$ cat config.mk
export PLATFORM = sky130hd
export DESIGN_NAME = dtmf_synth
export DESIGN_NICKNAME = d
export VERILOG_FILES = /design/src/rtl/dtmf_pkg.sv /design/src/rtl/dtmf_key_latch.sv /design/src/rtl/dtmf_tone_ch.sv /design/src/rtl/dtmf_mixer.sv /design/src/rtl/dtmf_synth.sv
export SDC_FILE = /design/constraint.sdc
export NUM_CORES = 1
export LEC_CHECK = 0
export ABC_CLOCK_PERIOD_IN_PS = 10650
export BUFFER_PORTS_ARGS = -buffer_cell sky130_fd_sc_hd__buf_2
export CORE_UTILIZATION = 63
export DETAILED_ROUTE_END_ITERATION = 6
export GPL_TIMING_DRIVEN = 0
export PLACE_DENSITY = 0.81
export SLEW_MARGIN = 20
export SYNTH_ARGS = -nofsm -noshare
export SYNTH_HDL_FRONTEND = slang
export SYNTH_SLANG_ARGS = --single-unit
export TNS_END_PERCENT = 100
$ cat constraint.sdc
create_clock -name clk -period 10.65 [get_ports clk]
set_input_delay 1.5975 -clock clk [delete_from_list [all_inputs] [get_ports clk]]
set_output_delay 1.5975 -clock clk [all_outputs]
set_load 0.02 [all_outputs]
$ cat src/rtl/dtmf_pkg.sv
package dtmf_pkg;
  localparam int STEPS  = 28;
  localparam int STEP_W = $clog2(STEPS);
  localparam int SINE_W = 8;

  typedef logic [1:0] sel_t;
  typedef struct packed {
    sel_t row;
    sel_t col;
  } tone_pair_t;

  function automatic int freq_hz(bit hi_grp, int k);
    int f;
    case (k)
      0:       f = hi_grp ? 1209 : 697;
      1:       f = hi_grp ? 1336 : 770;
      2:       f = hi_grp ? 1477 : 852;
      default: f = hi_grp ? 1633 : 941;
    endcase
    return f;
  endfunction

  function automatic int div_ratio(int ref_hz, int f);
    return (ref_hz + (STEPS / 2) * f) / (STEPS * f);
  endfunction

  function automatic tone_pair_t decode_key(logic [3:0] c);
    tone_pair_t p;
    case (c)
      4'd1:  p = '{2'd0, 2'd0};
      4'd2:  p = '{2'd0, 2'd1};
      4'd3:  p = '{2'd0, 2'd2};
      4'd4:  p = '{2'd1, 2'd0};
      4'd5:  p = '{2'd1, 2'd1};
      4'd6:  p = '{2'd1, 2'd2};
      4'd7:  p = '{2'd2, 2'd0};
      4'd8:  p = '{2'd2, 2'd1};
      4'd9:  p = '{2'd2, 2'd2};
      4'd10: p = '{2'd3, 2'd1};
      4'd11: p = '{2'd3, 2'd0};
      4'd12: p = '{2'd3, 2'd2};
      4'd13: p = '{2'd0, 2'd3};
      4'd14: p = '{2'd1, 2'd3};
      4'd15: p = '{2'd2, 2'd3};
      default: p = '{2'd3, 2'd3};
    endcase
    return p;
  endfunction

  // Half-wave symmetric table: only a quarter wave is stored.
  function automatic logic signed [SINE_W-1:0] sine_at(logic [STEP_W-1:0] k);
    int idx;
    int mag;
    bit neg;
    neg = (int'(k) >= STEPS / 2);
    idx = neg ? int'(k) - STEPS / 2 : int'(k);
    if (idx > STEPS / 4) idx = STEPS / 2 - idx;
    case (idx)
      0:       mag = 0;
      1:       mag = 28;
      2:       mag = 55;
      3:       mag = 79;
      4:       mag = 99;
      5:       mag = 114;
      6:       mag = 124;
      default: mag = 127;
    endcase
    return neg ? SINE_W'(-mag) : SINE_W'(mag);
  endfunction
endpackage

$ cat src/rtl/dtmf_key_latch.sv
module dtmf_key_latch
  import dtmf_pkg::*;
(
  input  logic       clk,
  input  logic       rst,
  input  logic       tone_enable,
  input  logic [3:0] data,
  output logic       active,
  output tone_pair_t pair
);
  logic rise;
  assign rise = tone_enable & ~active;

  always_ff @(posedge clk) begin
    if (rst) begin
      active <= 1'b0;
      pair   <= '0;
    end else begin
      active <= tone_enable;
      if (rise) pair <= decode_key(data);
    end
  end
endmodule

$ cat src/rtl/dtmf_tone_ch.sv
module dtmf_tone_ch
  import dtmf_pkg::*;
#(
  parameter int REF_HZ   = 3579545,
  parameter bit HIGH_GRP = 1'b0
) (
  input  logic              clk,
  input  logic              rst,
  input  logic              run,
  input  sel_t              sel,
  output logic [STEP_W-1:0] step,
  output logic              tick
);
  localparam int CNT_W = $clog2(div_ratio(REF_HZ, freq_hz(HIGH_GRP, 0)) + 1);

  logic [CNT_W-1:0] limit_lut [4];
  logic [CNT_W-1:0] cnt;
  logic             wrap;

  for (genvar k = 0; k < 4; k++) begin : g_lut
    assign limit_lut[k] = CNT_W'(div_ratio(REF_HZ, freq_hz(HIGH_GRP, k)) - 1);
  end

  assign wrap = (cnt == limit_lut[sel]);

  always_ff @(posedge clk) begin
    if (rst || !run) begin
      cnt  <= '0;
      step <= '0;
      tick <= 1'b0;
    end else begin
      tick <= wrap;
      if (wrap) begin
        cnt  <= '0;
        step <= (step == STEP_W'(STEPS - 1)) ? '0 : step + 1'b1;
      end else begin
        cnt <= cnt + 1'b1;
      end
    end
  end
endmodule

$ cat src/rtl/dtmf_mixer.sv
module dtmf_mixer
  import dtmf_pkg::*;
#(
  parameter int OUT_W = 10
) (
  input  logic              clk,
  input  logic              rst,
  input  logic              active,
  input  logic [STEP_W-1:0] lo_step,
  input  logic [STEP_W-1:0] hi_step,
  input  logic              lo_tick,
  input  logic              hi_tick,
  input  logic              use_lo,
  input  logic              use_hi,
  output logic [OUT_W-1:0]  sample,
  output logic              sample_valid,
  output logic              mute
);
  localparam int SUM_W = (OUT_W + 1 > SINE_W + 3) ? OUT_W + 1 : SINE_W + 3;
  localparam logic signed [SUM_W-1:0] SAT_HI = SUM_W'((2 ** (OUT_W - 1)) - 1);
  localparam logic signed [SUM_W-1:0] SAT_LO = -SAT_HI - 1;

  logic signed [SINE_W-1:0] lo_v, hi_v;
  logic signed [SUM_W-1:0]  lo_x, hi_x, sum;
  logic [OUT_W-1:0]         sat;

  always_comb begin
    lo_v = use_lo ? sine_at(lo_step) : '0;
    hi_v = use_hi ? sine_at(hi_step) : '0;
    lo_x = {{(SUM_W - SINE_W){lo_v[SINE_W-1]}}, lo_v};
    hi_x = {{(SUM_W - SINE_W){hi_v[SINE_W-1]}}, hi_v};
    sum  = lo_x + hi_x + (hi_x >>> 2);
    if (sum > SAT_HI)      sat = SAT_HI[OUT_W-1:0];
    else if (sum < SAT_LO) sat = SAT_LO[OUT_W-1:0];
    else                   sat = sum[OUT_W-1:0];
  end

  always_ff @(posedge clk) begin
    if (rst) begin
      sample       <= '0;
      sample_valid <= 1'b0;
      mute         <= 1'b1;
    end else begin
      mute         <= ~active;
      sample       <= active ? sat : '0;
      sample_valid <= active & ((lo_tick & use_lo) | (hi_tick & use_hi));
    end
  end
endmodule

$ cat src/rtl/dtmf_synth.sv
module dtmf_synth
  import dtmf_pkg::*;
#(
  parameter int REF_HZ = 3579545,
  parameter int OUT_W  = 10
) (
  input  logic             clk,
  input  logic             rst,
  input  logic [3:0]       data,
  input  logic             tone_enable,
  input  logic             single_tone_n,
  input  logic             group_sel,
  output logic [OUT_W-1:0] sample,
  output logic             sample_valid,
  output logic             mute
);
  logic              active;
  tone_pair_t        key_pair;
  logic [STEP_W-1:0] steps [2];
  logic [1:0]        ticks;
  logic              use_lo, use_hi;

  assign use_lo = single_tone_n | ~group_sel;
  assign use_hi = single_tone_n | group_sel;

  dtmf_key_latch u_latch (
    .clk(clk), .rst(rst), .tone_enable(tone_enable), .data(data),
    .active(active), .pair(key_pair)
  );

  for (genvar g = 0; g < 2; g++) begin : g_grp
    dtmf_tone_ch #(.REF_HZ(REF_HZ), .HIGH_GRP(g == 1)) u_ch (
      .clk(clk), .rst(rst), .run(active),
      .sel((g == 0) ? key_pair.row : key_pair.col),
      .step(steps[g]), .tick(ticks[g])
    );
  end

  dtmf_mixer #(.OUT_W(OUT_W)) u_mix (
    .clk(clk), .rst(rst), .active(active),
    .lo_step(steps[0]), .hi_step(steps[1]),
    .lo_tick(ticks[0]), .hi_tick(ticks[1]),
    .use_lo(use_lo), .use_hi(use_hi),
    .sample(sample), .sample_valid(sample_valid), .mute(mute)
  );
endmodule

# ---- Yosys cells after proc, flatten, opt, wreduce, memory -nomap -nowiden
# Memories as Yosys holds them, arrays and structs flattened. A register that Yosys moved wholly into a read port is not among the register bits.
# Index checks and enable logic that the tools add are counted.
dict set report word_totals {
  register_bits 40
  latchBits 0
  mem_bits_rw 0
  romBits 64
  in_bits 9
  output_inout_bits 12
  elab_cells 87
  memories 1
}
dict set report op_classes {
  addsub 12
  n_mul 0
  div_mod_pow 0
  magnitude_cmp 8
  n_eq_ne 16
  shift 0
  muxes 20
  n_bitwise 11
  reduce_logical 8
}
# name depth word_bits read_ports rd_clocked_by_memory_dff write_ports line_no
set memory_table {}
lappend memory_table {{(name not given)} 16 4 1 1 0 dtmf_pkg.sv:29} ;# case (c)
# cell count
set op_table {}
lappend op_table {{32-bit by 3-bit == test with 1-bit output (second input constant)} 6}
lappend op_table {{32-bit by 2-bit == test with 1-bit output (second input constant)} 4}
lappend op_table {{32-bit two-way mux} 4}
lappend op_table {{7-bit one-hot mux with 7 select lines} 2}
lappend op_table {{32-bit by 1-bit == test with 1-bit output (second input constant)} 2}
lappend op_table {{32-bit by 4-bit > comparator with 1-bit output (second input constant)} 2}
lappend op_table {{32-bit logical NOT} 2}
lappend op_table {{5-bit by 32-bit subtractor with 32-bit output (first input constant)} 2}
lappend op_table {{8-bit two-way mux} 6}
lappend op_table {{8-bit binary-select mux with 2-bit select} 1}
lappend op_table {{7-bit negator with 8-bit output} 2}
lappend op_table {{7-bit binary-select mux with 2-bit select} 1}
lappend op_table {{7-bit two-way mux} 2}
lappend op_table {{5-bit by 4-bit subtractor with 6-bit output (second input constant)} 2}
lappend op_table {{11-bit by 10-bit > comparator with 1-bit output (second input constant)} 1}
lappend op_table {{11-bit by 10-bit < comparator with 1-bit output (second input constant)} 1}
lappend op_table {{5-bit by 1-bit adder with 5-bit output (second input constant)} 2}
lappend op_table {{9-bit by 6-bit adder with 10-bit output} 1}
lappend op_table {{5-bit == test (second input constant)} 2}
lappend op_table {{5-bit by 4-bit greater-or-equal comparator with 1-bit output (second input constant)} 2}
lappend op_table {{10-bit two-way mux} 1}
lappend op_table {{5-bit two-way mux} 2}
lappend op_table {{8-bit by 8-bit adder with 9-bit output} 1}
lappend op_table {{9-bit two-way mux} 1}
lappend op_table {{13 further kinds} 23}

# ---- Logic depth before layout (Yosys ltp)
# Gate-level depths: netlist of run 1.
dict set report logic_depth {
  depth_word 14
  depth_mapped 32
}

# ---- By module
# From an unflattened synthesis of run 1, not the netlist that was laid out.
dict set report hier_totals {
  cells_unflattened 591
  area_unflattened_um2 4714.5
}
# module instances cells_each area_per_inst_um2
set by_module_without_submodules {}
lappend by_module_without_submodules {dtmf_mixer 1 393 2925.3}
lappend by_module_without_submodules {{dtmf_tone_ch at g_grp[0].u_ch} 1 79 713.2}
lappend by_module_without_submodules {{dtmf_tone_ch at g_grp[1].u_ch} 1 76 693.2}
lappend by_module_without_submodules {dtmf_key_latch 1 41 370.4}
lappend by_module_without_submodules {dtmf_synth 1 2 12.5}

# ---- Worst setup path after synthesis of run 1
# Ideal clock, no wire load.
dict set report synth_path {
  path_kind {register to register}
  start {register g_grp[1].u_ch.step[0]}
  end {register u_mix.sample[9]}
  arrival_ns 6.512
  required_time_ns 10.522
  path_slack_ns 4.011
  path_stages_with_launch 31
  cell_sequence {dfxtp_1 clkbuf_1 inv_1 ha_1 a31oi_1 o2bb2ai_1 ha_1 clkbuf_1 nand3_1 nand2_1 ha_1 and3_1 o311ai_0 or4_1 mux2_4 nand3b_1 nor4b_1 ha_1 nor2b_1 or4_1 a31oi_1 fa_1 fa_1 a21o_1 a21oi_1 o21bai_1 a21oi_1 nor2b_1 o21ai_0 xnor2_1 nor2_1}
}
dict set report synth_between {
  elab_chain_len 13
  elab_cells_between_ends 23
  classes_between {add/sub: 5; order compare: 4; eq/ne: 6; mux: 6; reduce/logical: 2}
}
# element line_no
set synth_rtl {}
lappend synth_rtl {{start: declaration} dtmf_tone_ch.sv:11} ;# output logic [STEP_W-1:0] step,
lappend synth_rtl {{start signal: assignment} dtmf_tone_ch.sv:35} ;# step <= (step == STEP_W'(STEPS - 1)) ? '0 : step + 1'b1;
lappend synth_rtl {{5-bit by 4-bit subtractor with 6-bit output or 5-bit by 4-bit greater-or-equal comparator with 1-bit output (tied branches)} {dtmf_pkg.sv:56, dtmf_pkg.sv:55}}
lappend synth_rtl {{32-bit two-way mux} dtmf_pkg.sv:56} ;# idx = neg ? int'(k) - STEPS / 2 : int'(k);
lappend synth_rtl {{5-bit by 32-bit subtractor with 32-bit output or 32-bit by 4-bit > comparator with 1-bit output (tied branches)} dtmf_pkg.sv:57} ;# if (idx > STEPS / 4) idx = STEPS / 2 - idx;
lappend synth_rtl {{32-bit two-way mux} dtmf_pkg.sv:57}
lappend synth_rtl {{32-bit by 3-bit == test with 1-bit output, or another cell as far along} dtmf_pkg.sv:58} ;# case (idx)
lappend synth_rtl {{7-bit one-hot mux with 7 select lines} dtmf_pkg.sv:58}
lappend synth_rtl {{7-bit negator with 8-bit output} dtmf_pkg.sv:68} ;# return neg ? SINE_W'(-mag) : SINE_W'(mag);
lappend synth_rtl {{8-bit two-way mux (*)} dtmf_pkg.sv:68}
lappend synth_rtl {{8-bit two-way mux (*)} dtmf_mixer.sv:29} ;# hi_v = use_hi ? sine_at(hi_step) : '0;
lappend synth_rtl {{8-bit by 8-bit adder with 9-bit output} dtmf_mixer.sv:32} ;# sum = lo_x + hi_x + (hi_x >>> 2);
lappend synth_rtl {{9-bit by 6-bit adder with 10-bit output (*)} dtmf_mixer.sv:32}
lappend synth_rtl {{11-bit by 10-bit > comparator with 1-bit output or 11-bit by 10-bit < comparator with 1-bit output (tied branches)} {dtmf_mixer.sv:33, dtmf_mixer.sv:34}}
lappend synth_rtl {{3-bit OR reduction (no source line) or 10-bit two-way mux (tied branches)} n/a}
lappend synth_rtl {{end signal: assignment} dtmf_mixer.sv:45} ;# sample <= active ? sat : '0;
lappend synth_rtl {{end: declaration} dtmf_mixer.sv:15} ;# output logic [OUT_W-1:0] sample,
# Mark *: on every way between the ends. The rest lies on a longest branch, timed or not.
# A chain may end at the register's enable or synchronous reset.

# ---- Worst setup path in the final report of run 1
# Same ends and word-level chain as after synthesis.

==> flow_metrics.py, run 1 <==
metrics = {
    "status": {
        "status": "completed",
    },
    "global_routing": {
        "antenna_found_initial": 0,
        "grt_start_max_net_pins": 16,
        "grtUsageTotal_pct": 26.57,
        "grt_pass1_wl_um": 15940,
        "grt_pass1_vias": 3718,
        "gr-total-overflow": 0,
    },
    "critical_path": {
        "slowest_stage": "fa_1",
        "slowest_delay_ns": 0.52,
        "critPathRequiredTime_ns": 10.82,
        "end_kind": "register",
        "worstSetupStartpointType": "register",
        "startpoint": "g_grp[1].u_ch.step[0]$_SDFFE_PP0P_",
        "path_class": "reg2reg",
        "reg2reg_slack_ns": 2.99,
        "path_max_fanout": 10,
        "path_common_cell": "ha_1",
        "r2r-start": "g_grp[1].u_ch.step[0]$_SDFFE_PP0P_",
        "arrival_ns": 7.84,
    },
    "sta": {
        "slew_viol_final": 0,
        "holdWs_ns": 0.4703,
        "finalCritPeriodShare_pct": 71.96,
        "maxSlewHeadroom_pct": 44.57,
        "finalSetupTns_ns": 0,
        "hold_viol": 0,
        "min_period_ns": 7.664,
        "max_freq_ghz": 0.1305,
        "skew_ns": 0.006477,
        "setup-violations-final": 0,
        "rsz0062_at_grt": "false",
        "worstMarginPinSlew_ns": 0.8246,
    },
    "clock_tree": {
        "clock_path_buffers": 2,
        "clk-insertion-delay-late_ns": 0.30,
        "cts.sinks": 44,
        "root_buffer": "clkbuf_8",
        "cts_setup_buffers": 0,
        "numCtsBuffers": 5,
        "ctsHoldBuffers": 0,
        "cts-htree-levels": 2,
        "cts_tree": "done",
        "clkTransAtPathRegs_ns": 0.09,
        "cts_resized": 0,
    },
    "die": {
        "fp.dieH_um": 84.68,
        "ioPinCount": 21,
        "start_util_pct": 66.68,
        "rows": 29,
        "fp.dieW_um": 84.68,
        "core_um2": 6459,
        "die_area_um2": 7171,
    },
    "logic_synthesis": {
        "synth_ff_type": "dfxtp_1",
        "ys_seq_area_share_pct": 20.45,
        "syn_avg_cell_area_um2": 7.888,
        "netlist_area_um2": 4307,
        "synth-edff-count": 0,
        "synth_cells": 546,
        "yosysWarnings": 0,
        "synth_seq_cells": 44,
        "synthArstFlopShare_pct": 0,
        "ys_types": 73,
        "syn_nets": 610,
    },
    "routing": {
        "first_pass_iters": 7,
        "vias": 3981,
        "wl_um": 9111,
        "routedWlPerCell_um": 14.02,
        "ant_nets": 0,
        "drc": 0,
        "drt_iter0_drc": 240,
        "viasPerCell": 6.125,
    },
    "power_and_ir_drop": {
        "power_mw": 0.3209,
        "p_per_area_nw_per_um2": 69.47,
        "p_int_mw": 0.2456,
        "p_switching_mw": 0.07529,
        "power_frac_comb_pct": 6.8,
        "clock_power_share_pct": 41.0,
        "seqPwrFrac_pct": 52.2,
        "ir_drop_mv": 0.08319,
        "p_sw_share_pct": 23.46,
        "leakagePower_nw": 1.971,
    },
    "layout": {
        "syn_to_final_growth_pct": 7.263,
        "diodes": 0,
        "drive_above_1_share_pct": 10.47,
        "mostFrequentLayoutCells": "61 x nor2_1, 47 x ha_1, 44 x dfxtp_1, 40 x nand2_1, 36 x a21oi_1",
        "final_common_cell": "nor2_1",
        "final_area_um2": 4619,
        "finalNetCount": 636,
    },
    "hold_path": {
        "holdCritStartpoint": "g_grp[0].u_ch.tick$_SDFF_PP0_",
        "hp-class": "reg2reg",
    },
    "job": {
        "cap_violations": 0,
    },
    "place": {
        "placed_area_um2": 4504,
        "routabilityCongestion": 0.8514,
        "hpwl_um": 7222,
        "portBuffers": 19,
    },
}
metal layers:
layer | track usage, % | part of all wire, % | routed length (µm) | vias up
li1 | - | - | - | 2017
met1 | 33.13 | 46 | 4154 | 1855
met2 | 47.75 | 49 | 4457 | 89
met3 | 3.343 | 3.7 | 336 | 20
met4 | 8.012 | 1.8 | 163 | 0
met5 | 0 | 0 | 0 | -
registers in the layout, indices dropped and copies added, names as in the netlist:
register / cells
g_grp.u_ch.cnt: 15
g_grp.u_ch.step: 10
g_grp.u_ch.tick: 2
u_latch.active: 1
u_latch.pair: 4
u_mix.mute: 1
u_mix.sample: 10
u_mix.sample_valid: 1
cell type report:
cell class,count,area (µm²)
buffer,25,123.9
clock buffer,5,68.82
multi-input combinational,446,3192
clock inverter,3,46.29
sequential,44,880.8
tap,77,96.34
inverter,31,116.4
timing repair buffer,19,95.09
fill,561,1839
worst paths after layout:
kind	to	depth (start not counted)
worst max-delay path	u_mix.sample[9]$_SDFF_PP0_	30
worst min-delay path	u_mix.sample_valid$_SDFF_PP0_	2
worst max register to register	u_mix.sample[9]$_SDFF_PP0_	30
worst min register to register	u_mix.sample_valid$_SDFF_PP0_	2
synthesized netlist by cell type, types with 13 or more instances:
master	instances	area [µm²]
nor2_1	61	229.0
ha_1	47	588.1
dfxtp_1	44	880.8
nand2_1	40	150.1
a21oi_1	36	180.2
inv_1	30	112.6
o21ai_0	20	100.1
nand3_1	19	95.09
xnor2_1	19	166.4
nor3_1	18	90.09
a211oi_1	16	120.1
xor2_1	13	113.9
logic make-up (layout without fill, tap and decap cells):
group,Yosys count,after routing,synth area share [%]
buf+inv,56,83,5.578
mux,12,12,3.109
fa+ha+maj,55,55,17.37
simple gates,212,212,25.01
compound gates,135,135,21.96
xor+xnor,32,32,6.508
flops,44,44,20.45
power by group through the flow:
stage               sequential [mW]  combinational [mW]  clock (mW)
finish                        0.168              0.0219       0.131
global route                  0.168              0.0255       0.141
CTS                           0.168              0.0222       0.133
detailed placement            0.171              0.0221           0
global placement              0.171              0.0207           0
floorplan                     0.171              0.0154           0
stage by stage:
stage                     setup slack (ns)  util (%)  cells
after detailed placement             3.026     69.74    642
after global placement               3.185     69.64    642
final                                2.986     71.52    650
after CTS                            2.987     71.52    650
after global routing                 2.404     71.52    650
after floorplan                      4.011         -    546
critical path: cells and delay by family (launching register included):
| kind | cells | cell delay (ns) |
|---|---|---|
| simple gates | 10 | 1.94 |
| mux | 1 | 0.30 |
| compound gates | 9 | 1.79 |
| fa+ha+maj | 6 | 2.12 |
| buf+inv | 3 | 0.77 |
| xor+xnor | 1 | 0.16 |
| flops | 1 | 0.46 |
Note: power is estimated with default switching activity, not from simulation.
==> inputs of run 2 (changes only) <==
Settings changed: ABC_CLOCK_PERIOD_IN_PS 10650 to 7920.
Clock period 10.65 ns to 7.92 ns, I/O delays scaled along.
==> run 2 against run 1 <==
The run now ends with design-rule violations left; clock power rose by 36%; sequential cell count did not move; via count rose by 0.83%; power rose by 35%; count of clock-buffer cells in the layout did not move; register-to-register slack got worse by 2.5 ns; sequential power rose by 34%; utilization rose by 0.27 points; critical endpoint unchanged; highest routed layer unchanged.
==> flow_metrics.py, run 2 (same netlist as run 1, synthesis figures left out) <==
metrics = {
    "clock_tree": {
        "cts_resized": 0,
        "root_buffer": "clkbuf_8",
        "cts-htree-levels": 2,
        "cts.sinks": 44,
        "numCtsBuffers": 5,
        "ctsHoldBuffers": 0,
        "cts_tree": "done",
        "clock_path_buffers": 2,
        "clkTransAtPathRegs_ns": 0.09,
        "clk-insertion-delay-late_ns": 0.30,
        "cts_setup_buffers": 0,
    },
    "die": {
        "core_um2": 6459,
        "fp.dieW_um": 84.68,
        "rows": 29,
        "die_area_um2": 7171,
        "ioPinCount": 21,
        "fp.dieH_um": 84.68,
        "start_util_pct": 66.68,
    },
    "sta": {
        "finalCritPeriodShare_pct": 93.72,
        "min_period_ns": 7.423,
        "worstMarginPinSlew_ns": 0.8296,
        "finalSetupTns_ns": 0,
        "rsz0062_at_grt": "false",
        "holdWs_ns": 0.4679,
        "setup_slack_ns": 0.4974,
        "max_freq_ghz": 0.1347,
        "setup-violations-final": 0,
        "skew_ns": 0.005809,
        "slew_viol_final": 0,
        "maxSlewHeadroom_pct": 44.23,
        "hold_viol": 0,
    },
    "critical_path": {
        "r2r-start": "g_grp[1].u_ch.step[0]$_SDFFE_PP0P_",
        "arrival_ns": 7.60,
        "path_max_fanout": 10,
        "reg2regPathDepth": 30,
        "path_class": "reg2reg",
        "critPathRequiredTime_ns": 8.10,
        "path_common_cell": "ha_1",
        "startpoint": "g_grp[1].u_ch.step[0]$_SDFFE_PP0P_",
        "slowest_stage": "fa_1",
        "reg2reg_slack_ns": 0.50,
        "end_kind": "register",
        "worstSetupStartpointType": "register",
        "slowest_delay_ns": 0.52,
    },
    "routing": {
        "wl_um": 9175,
        "first_pass_iters": 7,
        "viasPerCell": 6.175,
        "ant_nets": 0,
        "drt_iter0_drc": 172,
        "routedWlPerCell_um": 14.12,
        "drc": 6,
        "vias": 4014,
    },
    "layout": {
        "final_common_cell": "nor2_1",
        "syn_to_final_growth_pct": 7.670,
        "finalNetCount": 636,
        "drive_above_1_share_pct": 11.34,
        "reg_top3": "g_grp.u_ch.cnt x15, g_grp.u_ch.step x10, u_mix.sample x10",
        "largest-register": "g_grp.u_ch.cnt",
        "largest_reg_flops": 15,
        "diodes": 0,
        "mostFrequentLayoutCells": "61 x nor2_1, 47 x ha_1, 44 x dfxtp_1, 40 x nand2_1, 35 x a21oi_1",
    },
    "place": {
        "place_ws_ns": 0.2963,
        "portBuffers": 19,
        "routabilityCongestion": 0.8514,
        "hpwl_um": 7222,
    },
    "hold_path": {
        "hold_path_depth": 2,
        "hp-class": "reg2reg",
        "holdCritStartpoint": "g_grp[0].u_ch.tick$_SDFF_PP0_",
    },
    "global_routing": {
        "grt_pass1_wl_um": 15940,
        "antenna_found_initial": 0,
        "grt_pass1_vias": 3718,
        "grt_start_max_net_pins": 16,
        "grtUsageTotal_pct": 26.57,
        "gr-total-overflow": 0,
    },
    "power_and_ir_drop": {
        "power_mw": 0.4325,
        "leakagePower_nw": 1.984,
        "p_per_area_nw_per_um2": 93.26,
        "ir_drop_mv": 0.1116,
    },
    "status": {
        "status": "finished with violations",
        "violations": "design-rule violations",
    },
    "job": {
        "cap_violations": 0,
    },
}
==> run 2: per-stage QoR <==
step                      instance area (µm²)  utilization [%]  std cells
after floorplan                          4307                -        546
after global placement                   4498            69.64        642
after detailed placement                 4504            69.74        642
after CTS                                4619            71.52        650
after global routing                     4637            71.79        650
final                                    4637            71.79        650
==> run 2: layout make-up <==
cell class / instances / area [µm²]
timing repair buffer: 19 / 95.09
clock buffer: 5 / 68.82
buffer: 25 / 126.4
tap: 77 / 96.34
fill: 558 / 1822
clock inverter: 3 / 46.29
inverter: 31 / 116.4
multi-input combinational: 446 / 3207
sequential: 44 / 880.8
==> run 2: worst paths after layout <==
kind | to
setup / recovery | u_mix.sample[9]$_SDFF_PP0_
hold / removal | u_mix.sample_valid$_SDFF_PP0_
setup reg to reg | u_mix.sample[9]$_SDFF_PP0_
hold reg to reg | u_mix.sample_valid$_SDFF_PP0_
==> run 2: layer usage <==
metal  wire length [µm]  global-route usage, %  part of all wire, %
met4                174                  8.012                  1.9
met2               4476                  47.75                   49
met3                394                  3.343                  4.3
met1               4129                  33.13                   45
met5                  0                      0                    0
==> run 2: report_power, final <==
group          internal (mW)  switching [mW]
Combinational         0.0117          0.0178
Clock                 0.0951          0.0826
Sequential             0.224         0.00180
==> run 2: worst max-delay path, delay by kind of cell (launching register included) <==
kind	cells	cell delay (ns)
adders and majority gates	6	2.08
and+or+nand+nor	10	1.92
AOI/OAI and AO/OA	9	1.80
buffers and inverters	3	0.60
DFF	1	0.45
muxes	1	0.29
xor gates and xnor gates	1	0.16
